==> src/rtl/l1_route_pkg.sv <==
package l1_route_pkg;

   localparam int WORD_W = 32;

   typedef enum logic {
      KIND_PENDING = 1'b0,
      KIND_MASK    = 1'b1
   } reg_kind_e;

   function automatic int words_for(input int lines);
      return lines / WORD_W;
   endfunction

   function automatic bit legal_lines(input int lines);
      return (lines == 32) || (lines == 64) || (lines == 128);
   endfunction

endpackage

==> src/rtl/l1_route_bank.sv <==
module l1_route_bank
   import l1_route_pkg::*;
#(
   parameter int NUM_WORDS = 2
) (
   input  logic                          clk,
   input  logic                          rst_n,
   input  logic [NUM_WORDS*WORD_W-1:0]   lines_i,
   input  logic [NUM_WORDS-1:0]          mask_we_i,
   input  logic [WORD_W-1:0]             wdata_i,
   output logic [NUM_WORDS*WORD_W-1:0]   mask_o,
   output logic [NUM_WORDS*WORD_W-1:0]   pending_o,
   output logic                          irq_o
);

   localparam int BITS = NUM_WORDS * WORD_W;

   logic [BITS-1:0]      mask_q;
   logic [NUM_WORDS-1:0] word_hit;
   logic                 irq_q;

   for (genvar w = 0; w < NUM_WORDS; w++) begin : g_word
      always_ff @(posedge clk or negedge rst_n) begin
         if (!rst_n) begin
            mask_q[w*WORD_W +: WORD_W] <= '0;
         end else if (mask_we_i[w]) begin
            mask_q[w*WORD_W +: WORD_W] <= wdata_i;
         end
      end

      assign pending_o[w*WORD_W +: WORD_W] = lines_i[w*WORD_W +: WORD_W]
                                           & mask_q[w*WORD_W +: WORD_W];
      assign word_hit[w] = |pending_o[w*WORD_W +: WORD_W];


      mask_load_chk: assert property (@(posedge clk) disable iff (!rst_n)
         mask_we_i[w] |=> mask_q[w*WORD_W +: WORD_W] == $past(wdata_i));
   end

   always_ff @(posedge clk or negedge rst_n) begin
      if (!rst_n) irq_q <= 1'b0;
      else        irq_q <= |word_hit;
   end

   assign mask_o = mask_q;
   assign irq_o  = irq_q;


   irq_rise_chk: assert property (@(posedge clk) disable iff (!rst_n)
      (|(lines_i & mask_q)) |=> irq_o);


   irq_fall_chk: assert property (@(posedge clk) disable iff (!rst_n)
      !(|(lines_i & mask_q)) |=> !irq_o);


   mask_hold_chk: assert property (@(posedge clk) disable iff (!rst_n)
      !(|mask_we_i) |=> $stable(mask_q));

endmodule

==> src/rtl/l1_route_regif.sv <==
module l1_route_regif
   import l1_route_pkg::*;
#(
   parameter int NUM_LINES = 64,
   parameter int NUM_CPUS  = 2,
   parameter int ADDR_W    = 3
) (
   input  logic                            clk,
   input  logic                            rst_n,
   input  logic                            bus_sel,
   input  logic                            bus_we,
   input  logic [ADDR_W-1:0]               bus_addr,
   input  logic [WORD_W-1:0]               bus_wdata,
   input  logic [NUM_CPUS*NUM_LINES-1:0]   pending_all,
   input  logic [NUM_CPUS*NUM_LINES-1:0]   mask_all,
   output logic [NUM_CPUS*words_for(NUM_LINES)-1:0] mask_we_all,
   output logic [WORD_W-1:0]               bus_rdata
);

   localparam int WPB        = words_for(NUM_LINES);
   localparam int BANK_WORDS = 2 * WPB;
   localparam int TOTAL      = NUM_CPUS * BANK_WORDS;
   localparam int OFF_W      = $clog2(BANK_WORDS);

   logic              in_range;
   logic [OFF_W-1:0]  offset;
   int                cpu_idx;
   int                word_idx;
   reg_kind_e         kind;
   logic              wr_mask;
   logic [WORD_W-1:0] rd_next;
   logic [WORD_W-1:0] rdata_q;

   if (NUM_CPUS == 1) begin : g_one_cpu
      assign cpu_idx = 0;
   end else begin : g_many_cpu
      assign cpu_idx = int'(bus_addr >> OFF_W);
   end

   always_comb begin
      in_range = int'(bus_addr) < TOTAL;
      offset   = bus_addr[OFF_W-1:0];
      kind     = (int'(offset) < WPB) ? KIND_PENDING : KIND_MASK;
      word_idx = (kind == KIND_PENDING) ? int'(offset) : int'(offset) - WPB;
      wr_mask  = bus_sel && bus_we && in_range && (kind == KIND_MASK);
   end

   for (genvar c = 0; c < NUM_CPUS; c++) begin : g_cpu
      for (genvar w = 0; w < WPB; w++) begin : g_wd
         assign mask_we_all[c*WPB + w] = wr_mask && (cpu_idx == c) && (word_idx == w);
      end
   end

   always_comb begin
      rd_next = '0;
      if (in_range) begin
         if (kind == KIND_PENDING)
            rd_next = pending_all[cpu_idx*NUM_LINES + word_idx*WORD_W +: WORD_W];
         else
            rd_next = mask_all[cpu_idx*NUM_LINES + word_idx*WORD_W +: WORD_W];
      end
   end

   always_ff @(posedge clk or negedge rst_n) begin
      if (!rst_n)                 rdata_q <= '0;
      else if (bus_sel && !bus_we) rdata_q <= rd_next;
   end

   assign bus_rdata = rdata_q;


   oob_read_chk: assert property (@(posedge clk) disable iff (!rst_n)
      (bus_sel && !bus_we && !in_range) |=> bus_rdata == '0);


   oob_write_chk: assert property (@(posedge clk) disable iff (!rst_n)
      (bus_sel && bus_we && !in_range) |-> mask_we_all == '0);


   rdata_hold_chk: assert property (@(posedge clk) disable iff (!rst_n)
      !(bus_sel && !bus_we) |=> $stable(bus_rdata));


   pending_wr_chk: assert property (@(posedge clk) disable iff (!rst_n)
      (bus_sel && bus_we && kind == KIND_PENDING) |-> mask_we_all == '0);


   single_word_chk: assert property (@(posedge clk) disable iff (!rst_n)
      $countones(mask_we_all) <= 1);

endmodule

==> src/rtl/l1_irq_router.sv <==
module l1_irq_router
   import l1_route_pkg::*;
#(
   parameter int NUM_LINES = 64,
   parameter int NUM_CPUS  = 2,
   parameter int ADDR_W    = $clog2(NUM_CPUS * 2 * (NUM_LINES / 32))
) (
   input  logic                  clk,
   input  logic                  rst_n,
   input  logic [NUM_LINES-1:0]  irq_lines,
   input  logic                  bus_sel,
   input  logic                  bus_we,
   input  logic [ADDR_W-1:0]     bus_addr,
   input  logic [31:0]           bus_wdata,
   output logic [31:0]           bus_rdata,
   output logic [NUM_CPUS-1:0]   cpu_irq
);

   localparam int WPB     = words_for(NUM_LINES);
   localparam int NEED_AW = $clog2(NUM_CPUS * 2 * WPB);


   if (!legal_lines(NUM_LINES)) begin : g_bad_lines
      $error("l1_irq_router: NUM_LINES must be 32, 64 or 128");
   end
   if (NUM_CPUS < 1) begin : g_bad_cpus
      $error("l1_irq_router: NUM_CPUS must be at least 1");
   end
   if (ADDR_W < NEED_AW) begin : g_bad_aw
      $error("l1_irq_router: ADDR_W too narrow for all banks");
   end

   logic [NUM_CPUS*NUM_LINES-1:0] pending_all;
   logic [NUM_CPUS*NUM_LINES-1:0] mask_all;
   logic [NUM_CPUS*WPB-1:0]       mask_we_all;

   l1_route_regif #(
      .NUM_LINES (NUM_LINES),
      .NUM_CPUS  (NUM_CPUS),
      .ADDR_W    (ADDR_W)
   ) i_regif (
      .clk         (clk),
      .rst_n       (rst_n),
      .bus_sel     (bus_sel),
      .bus_we      (bus_we),
      .bus_addr    (bus_addr),
      .bus_wdata   (bus_wdata),
      .pending_all (pending_all),
      .mask_all    (mask_all),
      .mask_we_all (mask_we_all),
      .bus_rdata   (bus_rdata)
   );

   for (genvar c = 0; c < NUM_CPUS; c++) begin : g_bank
      l1_route_bank #(
         .NUM_WORDS (WPB)
      ) i_bank (
         .clk       (clk),
         .rst_n     (rst_n),
         .lines_i   (irq_lines),
         .mask_we_i (mask_we_all[c*WPB +: WPB]),
         .wdata_i   (bus_wdata),
         .mask_o    (mask_all[c*NUM_LINES +: NUM_LINES]),
         .pending_o (pending_all[c*NUM_LINES +: NUM_LINES]),
         .irq_o     (cpu_irq[c])
      );
   end


   reset_quiet_chk: assert property (@(posedge clk) disable iff (!rst_n)
      $rose(rst_n) |-> cpu_irq == '0);

endmodule

==> config.mk <==
export PLATFORM = sky130hd
export DESIGN_NAME = l1_irq_router
export DESIGN_NICKNAME = d
export VERILOG_FILES = /design/src/rtl/l1_route_pkg.sv /design/src/rtl/l1_route_bank.sv /design/src/rtl/l1_route_regif.sv /design/src/rtl/l1_irq_router.sv
export SDC_FILE = /design/constraint.sdc
export NUM_CORES = 1
export LEC_CHECK = 0
export BUFFER_PORTS_ARGS = -buffer_cell sky130_fd_sc_hd__buf_2
export CAP_MARGIN = 20
export CORE_UTILIZATION = 51
export CTS_BUF_LIST = sky130_fd_sc_hd__clkbuf_16
export DETAILED_ROUTE_END_ITERATION = 10
export GPL_TIMING_DRIVEN = 0
export HOLD_SLACK_MARGIN = 0.05
export PLACE_DENSITY = 0.76
export RECOVER_POWER = 50
export SLEW_MARGIN = 20
export SYNTH_ARGS = -nofsm -noshare
export SYNTH_HDL_FRONTEND = slang
export SYNTH_SLANG_ARGS = --single-unit
==> constraint.sdc <==
create_clock -name clk -period 1.61 [get_ports clk]
set_input_delay 0.161 -clock clk [delete_from_list [all_inputs] [get_ports clk]]
set_output_delay 0.161 -clock clk [all_outputs]
set_load 0.005 [all_outputs]
==> impl_results.md, run 1 <==
* Clock Tree Buf Depth at 2
* Worst-Margin Slew at 1000 ps
* Avg Synthesized Cell Area at 12.5 µm²
* Min Tclk post-route at 1760 ps
* Worst reg2reg path depth at 4
* Worst setup path category: reg2reg
* Antenna violations before repair at 0
* Clk_skew at 7.89 ps
* Max-slew violations at 0
* Part of the cycle the worst path needs at 1.09
* CP Launch Type: register
* Dpl hpwl at 19.5 mm
* Commonest non-fill, non-tap cell in the layout: dfrtp_1
* Worst-Skew Late Latency at 440 ps
* CP endpoint kind: register
* Worst endpoint required time at 1920 ps
* Global-route wire length before repair at 41.1 mm
* CTS Buf Count at 17
* Reg2reg setup slack at -150 ps
* Synthesized area at 0.00798 mm²
* Post-synth net total at 742
* GRT Overall Usage at 0.357
* CTS Sinks at 162
* Worst path slowest cell: or4_4
* Hold depth at 4
* Pwr Density at 1280 mW/mm²
* Htree depth at 4
* Final wirelength at 28.0 mm
* Post-Place Cells at 985
* Critical path peak fanout at 3
* Vias at 6842
* Post-route setup slack at -151 ps
* Drt drc at 0
* Static Leak at 4.47 nW
* Synth area leaders: dfrtp_1, mux2_2, mux2i_1
* Die H at 127 µm
* Worst Hold End: g_bank[1].i_bank.irq_o
* DR WL/cell at 26.4 µm
* Vias in the first global route at 6856
* Synth top area share at 0.508
* Fin. Hold Viols at 0
* Seq/Total Area, Yosys at 0.508
* Routability cong. at 1.00
* Ys Warns at 0
* Total of max-cap violations at 0
* Die W at 127 µm
* Setup Viol. Count Final at 32
* Setup tns final at -3280 ps
* FF+latch count, synth at 162
* RSZ-0062 raised after global routing: yes
* Arrival time worst endpoint at 2070 ps
* Hold_sp: irq_lines[20]
* Diode count at 0
* Rows at 45
* Root buffer cell: clkbuf_16
* Tot Pwr at 0.0129 W
* CTS tree: done
* Met1 Resource Use GR at 0.458
* Gr ovfl total at 0
* First-pass iteration count of the detailed router at 5
* GR peak layer: met2
* Commonest cells after routing, fill and taps aside: dfrtp_1, buf_2, mux2_2
* Failing checks: negative setup slack
* Drt first-iter violations at 702
* Worst path cell trace: a22o_1, a221oi_2, nand4_1, or4_4
* P&R area growth vs syn at 25.7%
* Fin cells at 1057
* Yosys cell types at 26
* Met3 Use GR at 0.0967
* Clock-pin slew on the worst setup and hold paths at 70 ps
* Gate count of the mapped netlist at 639
* Detail Route Antenna Nets at 0
* RR Endpoint: g_bank[1].i_bank.irq_o
* Core Util, Final at 0.657
* Die area at 0.0161 mm²
* Reg2reg start: g_bank[1].i_bank.mask_o[29]
* Post-synth top area cell: dfrtp_1
* PortBufs at 134
* Critical path's largest stage delay at 460 ps
* Final #Nets at 936
* Slew margin rel. at 0.332
* Layout cell share with drive strength beyond 1 at 0.372
* Grt met2 use at 0.562
* Outcome: complete, but fails checks
* Max Clk Rate at 568 MHz
* Starting Density at 0.523
* Via-per-instance ratio at 6.47
* Largest net degree at the start of global routing at 101
* IO Pins at 137
* HP Class: in2reg
* Max VDD drop at 0.000907 V
* Area of the core at 0.0153 mm²
[power by group]
group	switching, W	internal, W
sequential	0.000876	0.00495
clock	0.00171	0.00242
combinational	0.00134	0.00156
total	0.00392	0.00894
[through the flow]
step / hold WS [ps] / setup slack (ps) / instance area (µm²)
finish: 157 / -151 / 10000
detailed placement: 134 / -388 / 8950
CTS: 156 / -151 / 10100
global placement: 417 / -1950 / 8910
global route: 162 / -185 / 10000
floorplan: -135 / 89.6 / 7980
[what timing repair did]
item	4_1_cts	5_1_grt
endpoints found under the hold margin	190	0
resized for setup	23	5
buffers inserted	6	1
setup endpoints to repair	2	2
pin swaps	12	5
hold buffers	33	0
[critical path: cells and delay by family, from the launching register on]
family	cells	cell delay [ps]
compound gates	2	590
flops	1	390
simple gates	2	650
[cell usage after synthesis]
library cell and count:
nand3_4 1, nor2_1 65, buf_6 4, buf_4 11, and3_1 1, nand2_1 1
dfrtp_1 162, clkbuf_4 1, clkbuf_1 17, mux2_2 112, a22o_1 32, o21ai_0 32
nor3b_4 1, nand3_1 1, buf_1 1, mux2_1 16, mux2i_1 64, or4_1 2
a21oi_1 32, nor2b_1 1, buf_2 8, nor3_4 1, buf_8 1, o32a_1 32
nand4_1 8, a221oi_1 32
[flip-flops by register name, indices dropped and copies added, names as in the netlist]
register,flops
g_bank.i_bank.mask_o,128
i_regif.bus_rdata,32
g_bank.i_bank.irq_o,2
[layout make-up]
class / instances / area [µm²]
buffer: 43 / 239
clock buffer: 17 / 425
clock inverter: 15 / 165
fill: 1180 / 5230
multi-input combinational: 434 / 3820
sequential: 162 / 4050
tap: 211 / 264
timing repair buffer: 175 / 1060
[layer usage]
layer / wire, µm / vias up / part of all wire
li1: - / 2852 / -
met1: 11100 / 3431 / 0.40
met2: 12900 / 466 / 0.46
met3: 2960 / 93 / 0.11
met4: 1050 / 0 / 0.037
met5: 0 / - / 0
[cell families (layout without fill, tap and decap cells)]
| family | count (synthesis) | in the layout | synth area share |
|---|---|---|---|
| mux | 192 | 192 | 0.261 |
| flops | 162 | 162 | 0.508 |
| compound gates | 160 | 160 | 0.151 |
| simple gates | 82 | 82 | 0.0480 |
| buf+inv | 43 | 250 | 0.0323 |
[worst max path at each step]
stage | startpoint | to | slack (ps) | depth (start not counted)
after floorplan | g_bank[1].i_bank.mask_o[52] | g_bank[1].i_bank.irq_o | 90 | 4
after global placement | rst_n | i_regif.bus_rdata[6] | -1950 | 1
after detailed placement | g_bank[1].i_bank.mask_o[29] | g_bank[1].i_bank.irq_o | -390 | 4
after CTS | g_bank[1].i_bank.mask_o[4] | g_bank[1].i_bank.irq_o | -150 | 4
after global routing | g_bank[0].i_bank.mask_o[23] | g_bank[0].i_bank.irq_o | -190 | 4
final | g_bank[1].i_bank.mask_o[29] | g_bank[1].i_bank.irq_o | -150 | 4
No activity file was read; power rests on OpenSTA's default activity.
==> run 2: changes to the inputs <==
CORE_UTILIZATION = 61   (was 51)
PLACE_DENSITY = 0.86   (was 0.76)
clock period = 2.06 ns   (was 1.61 ns; I/O delays follow)
==> impl_results.md, run 2 (synthesis results as in run 1) <==
* Pwr Density at 1020 mW/mm²
* Clock-pin slew on the worst setup and hold paths at 60 ps
* Critical path peak fanout at 3
* Rows at 41
* Global-route wire length before repair at 40.0 mm
* Max Clk Rate at 503 MHz
* Sw Share at 0.299
* Worst-Margin Slew at 1010 ps
* Arrival time worst endpoint at 2290 ps
* Diode count at 0
* Slew margin rel. at 0.324
* Commonest cells after routing, fill and taps aside: dfrtp_1, buf_2, mux2_2
* CTS Sinks at 162
* Total of max-cap violations at 0
* Worst path cell trace: a22o_1, a221oi_1, nand4_1, or4_1
* Placed Area at 0.00890 mm²
* Max VDD drop at 0.000632 V
* IO Pins at 137
* Tot Pwr at 0.00976 W
* P&R area growth vs syn at 19.7%
* Dpl hpwl at 18.9 mm
* Worst-Skew Late Latency at 440 ps
* Vias in the first global route at 6966
* RSZ-0062 raised after global routing: no
* Largest net degree at the start of global routing at 91
* DR WL/cell at 27.2 µm
* Starting Density at 0.630
* Die W at 116 µm
* Final wirelength at 27.1 mm
* Final #Nets at 914
* First-pass iteration count of the detailed router at 7
* CP endpoint kind: register
* Clk_skew at 7.76 ps
* Outcome: finished clean
* Worst path slowest cell: or4_1
* CTS Buf Count at 17
* Setup Viol. Count Final at 0
* Layout cell share with drive strength beyond 1 at 0.329
* Die area at 0.0135 mm²
* Clk pwr share at 0.323
* Vias at 6903
* Commonest non-fill, non-tap cell in the layout: dfrtp_1
* Gr ovfl total at 0
* Antenna violations before repair at 0
* Max-slew violations at 0
* Root buffer cell: clkbuf_16
* Post-route setup slack at 72.0 ps
* CTS tree: done
* CP Launch Type: register
* Worst setup path category: reg2reg
* Int Pwr at 0.00684 W
* Static Leak at 4.29 nW
* Via-per-instance ratio at 6.93
* Sequential power share at 0.461
* PortBufs at 134
* Core Util, Final at 0.754
* Htree depth at 4
* Area of the core at 0.0127 mm²
* Clock Tree Buf Depth at 2
* Fin. Hold Viols at 0
* Worst endpoint required time at 2360 ps
* Die H at 116 µm
* Routability cong. at 0.997
* Switching power at 0.00291 W
* Hold slack at 57.7 ps
* Drt first-iter violations at 835
* Drt drc at 0
* Part of the cycle the worst path needs at 0.965
* Detail Route Antenna Nets at 0
* Min Tclk post-route at 1990 ps
* Critical path's largest stage delay at 570 ps
* HP Class: in2reg
* Place WS at 89.9 ps
* Final Cell Area at 0.00955 mm²
* GRT Overall Usage at 0.419
* Gate power share at 0.215
* Max reg flops at 128
[run 2: worst paths after layout]
kind	from	end	slack [ps]	cells after the start
setup / recovery	g_bank[0].i_bank.mask_o[29]	g_bank[0].i_bank.irq_o	70	4
hold / removal	bus_wdata[13]	g_bank[1].i_bank.mask_o[13]	60	2
setup reg to reg	g_bank[0].i_bank.mask_o[29]	g_bank[0].i_bank.irq_o	70	4
hold reg to reg	i_regif.bus_rdata[20]	i_regif.bus_rdata[20]	530	2
max in group asynchronous	rst_n	g_bank[0].i_bank.mask_o[32]	530	3
min in group asynchronous	rst_n	g_bank[0].i_bank.mask_o[51]	520	2
[run 2: critical path: cells and delay by family, from the launching register on]
family | cells | cell delay [ps]
AO/OA/AOI/OAI | 2 | 720
flip-flops | 1 | 390
AND/OR/NAND/NOR | 2 | 750
[run 2: through the flow]
stage	TNS, ps	std cells
6_report	0	996
5_1_grt	0	996
4_1_cts	0	996
3_5_place_dp	0	946
3_3_place_gp	-240540	945
2_1_floorplan	0	639
[run 2: metal layers]
layer	track usage	wire length (µm)	vias up
li1	-	-	2804
met4	0.234	1200	0
met1	0.530	10200	3473
met5	0	0	-
met2	0.650	12700	513
met3	0.122	2930	113
[run 2: what timing repair did]
action / in CTS / in global routing
hold buffers: 18 / 0
buffers inserted: 0 / 0
resized for setup: 0 / 1
hold endpoints to repair: 112 / 0
endpoints found under the setup margin: 0 / 1
[run 2: layout make-up]
class / instances / area, µm²
sequential: 162 / 4050
multi-input combinational: 434 / 3640
fill: 865 / 3120
timing repair buffer: 153 / 852
clock buffer: 17 / 425
buffer: 43 / 216
tap: 172 / 215
clock inverter: 15 / 149
[run 2: power groups by stage]
stage	clock [W]	combinational, W	sequential (W)
floorplan	0	0.00132	0.00430
global placement	0	0.00198	0.00445
detailed placement	0	0.00205	0.00451
CTS	0.00314	0.00210	0.00446
global route	0.00328	0.00225	0.00455
finish	0.00315	0.00210	0.00450
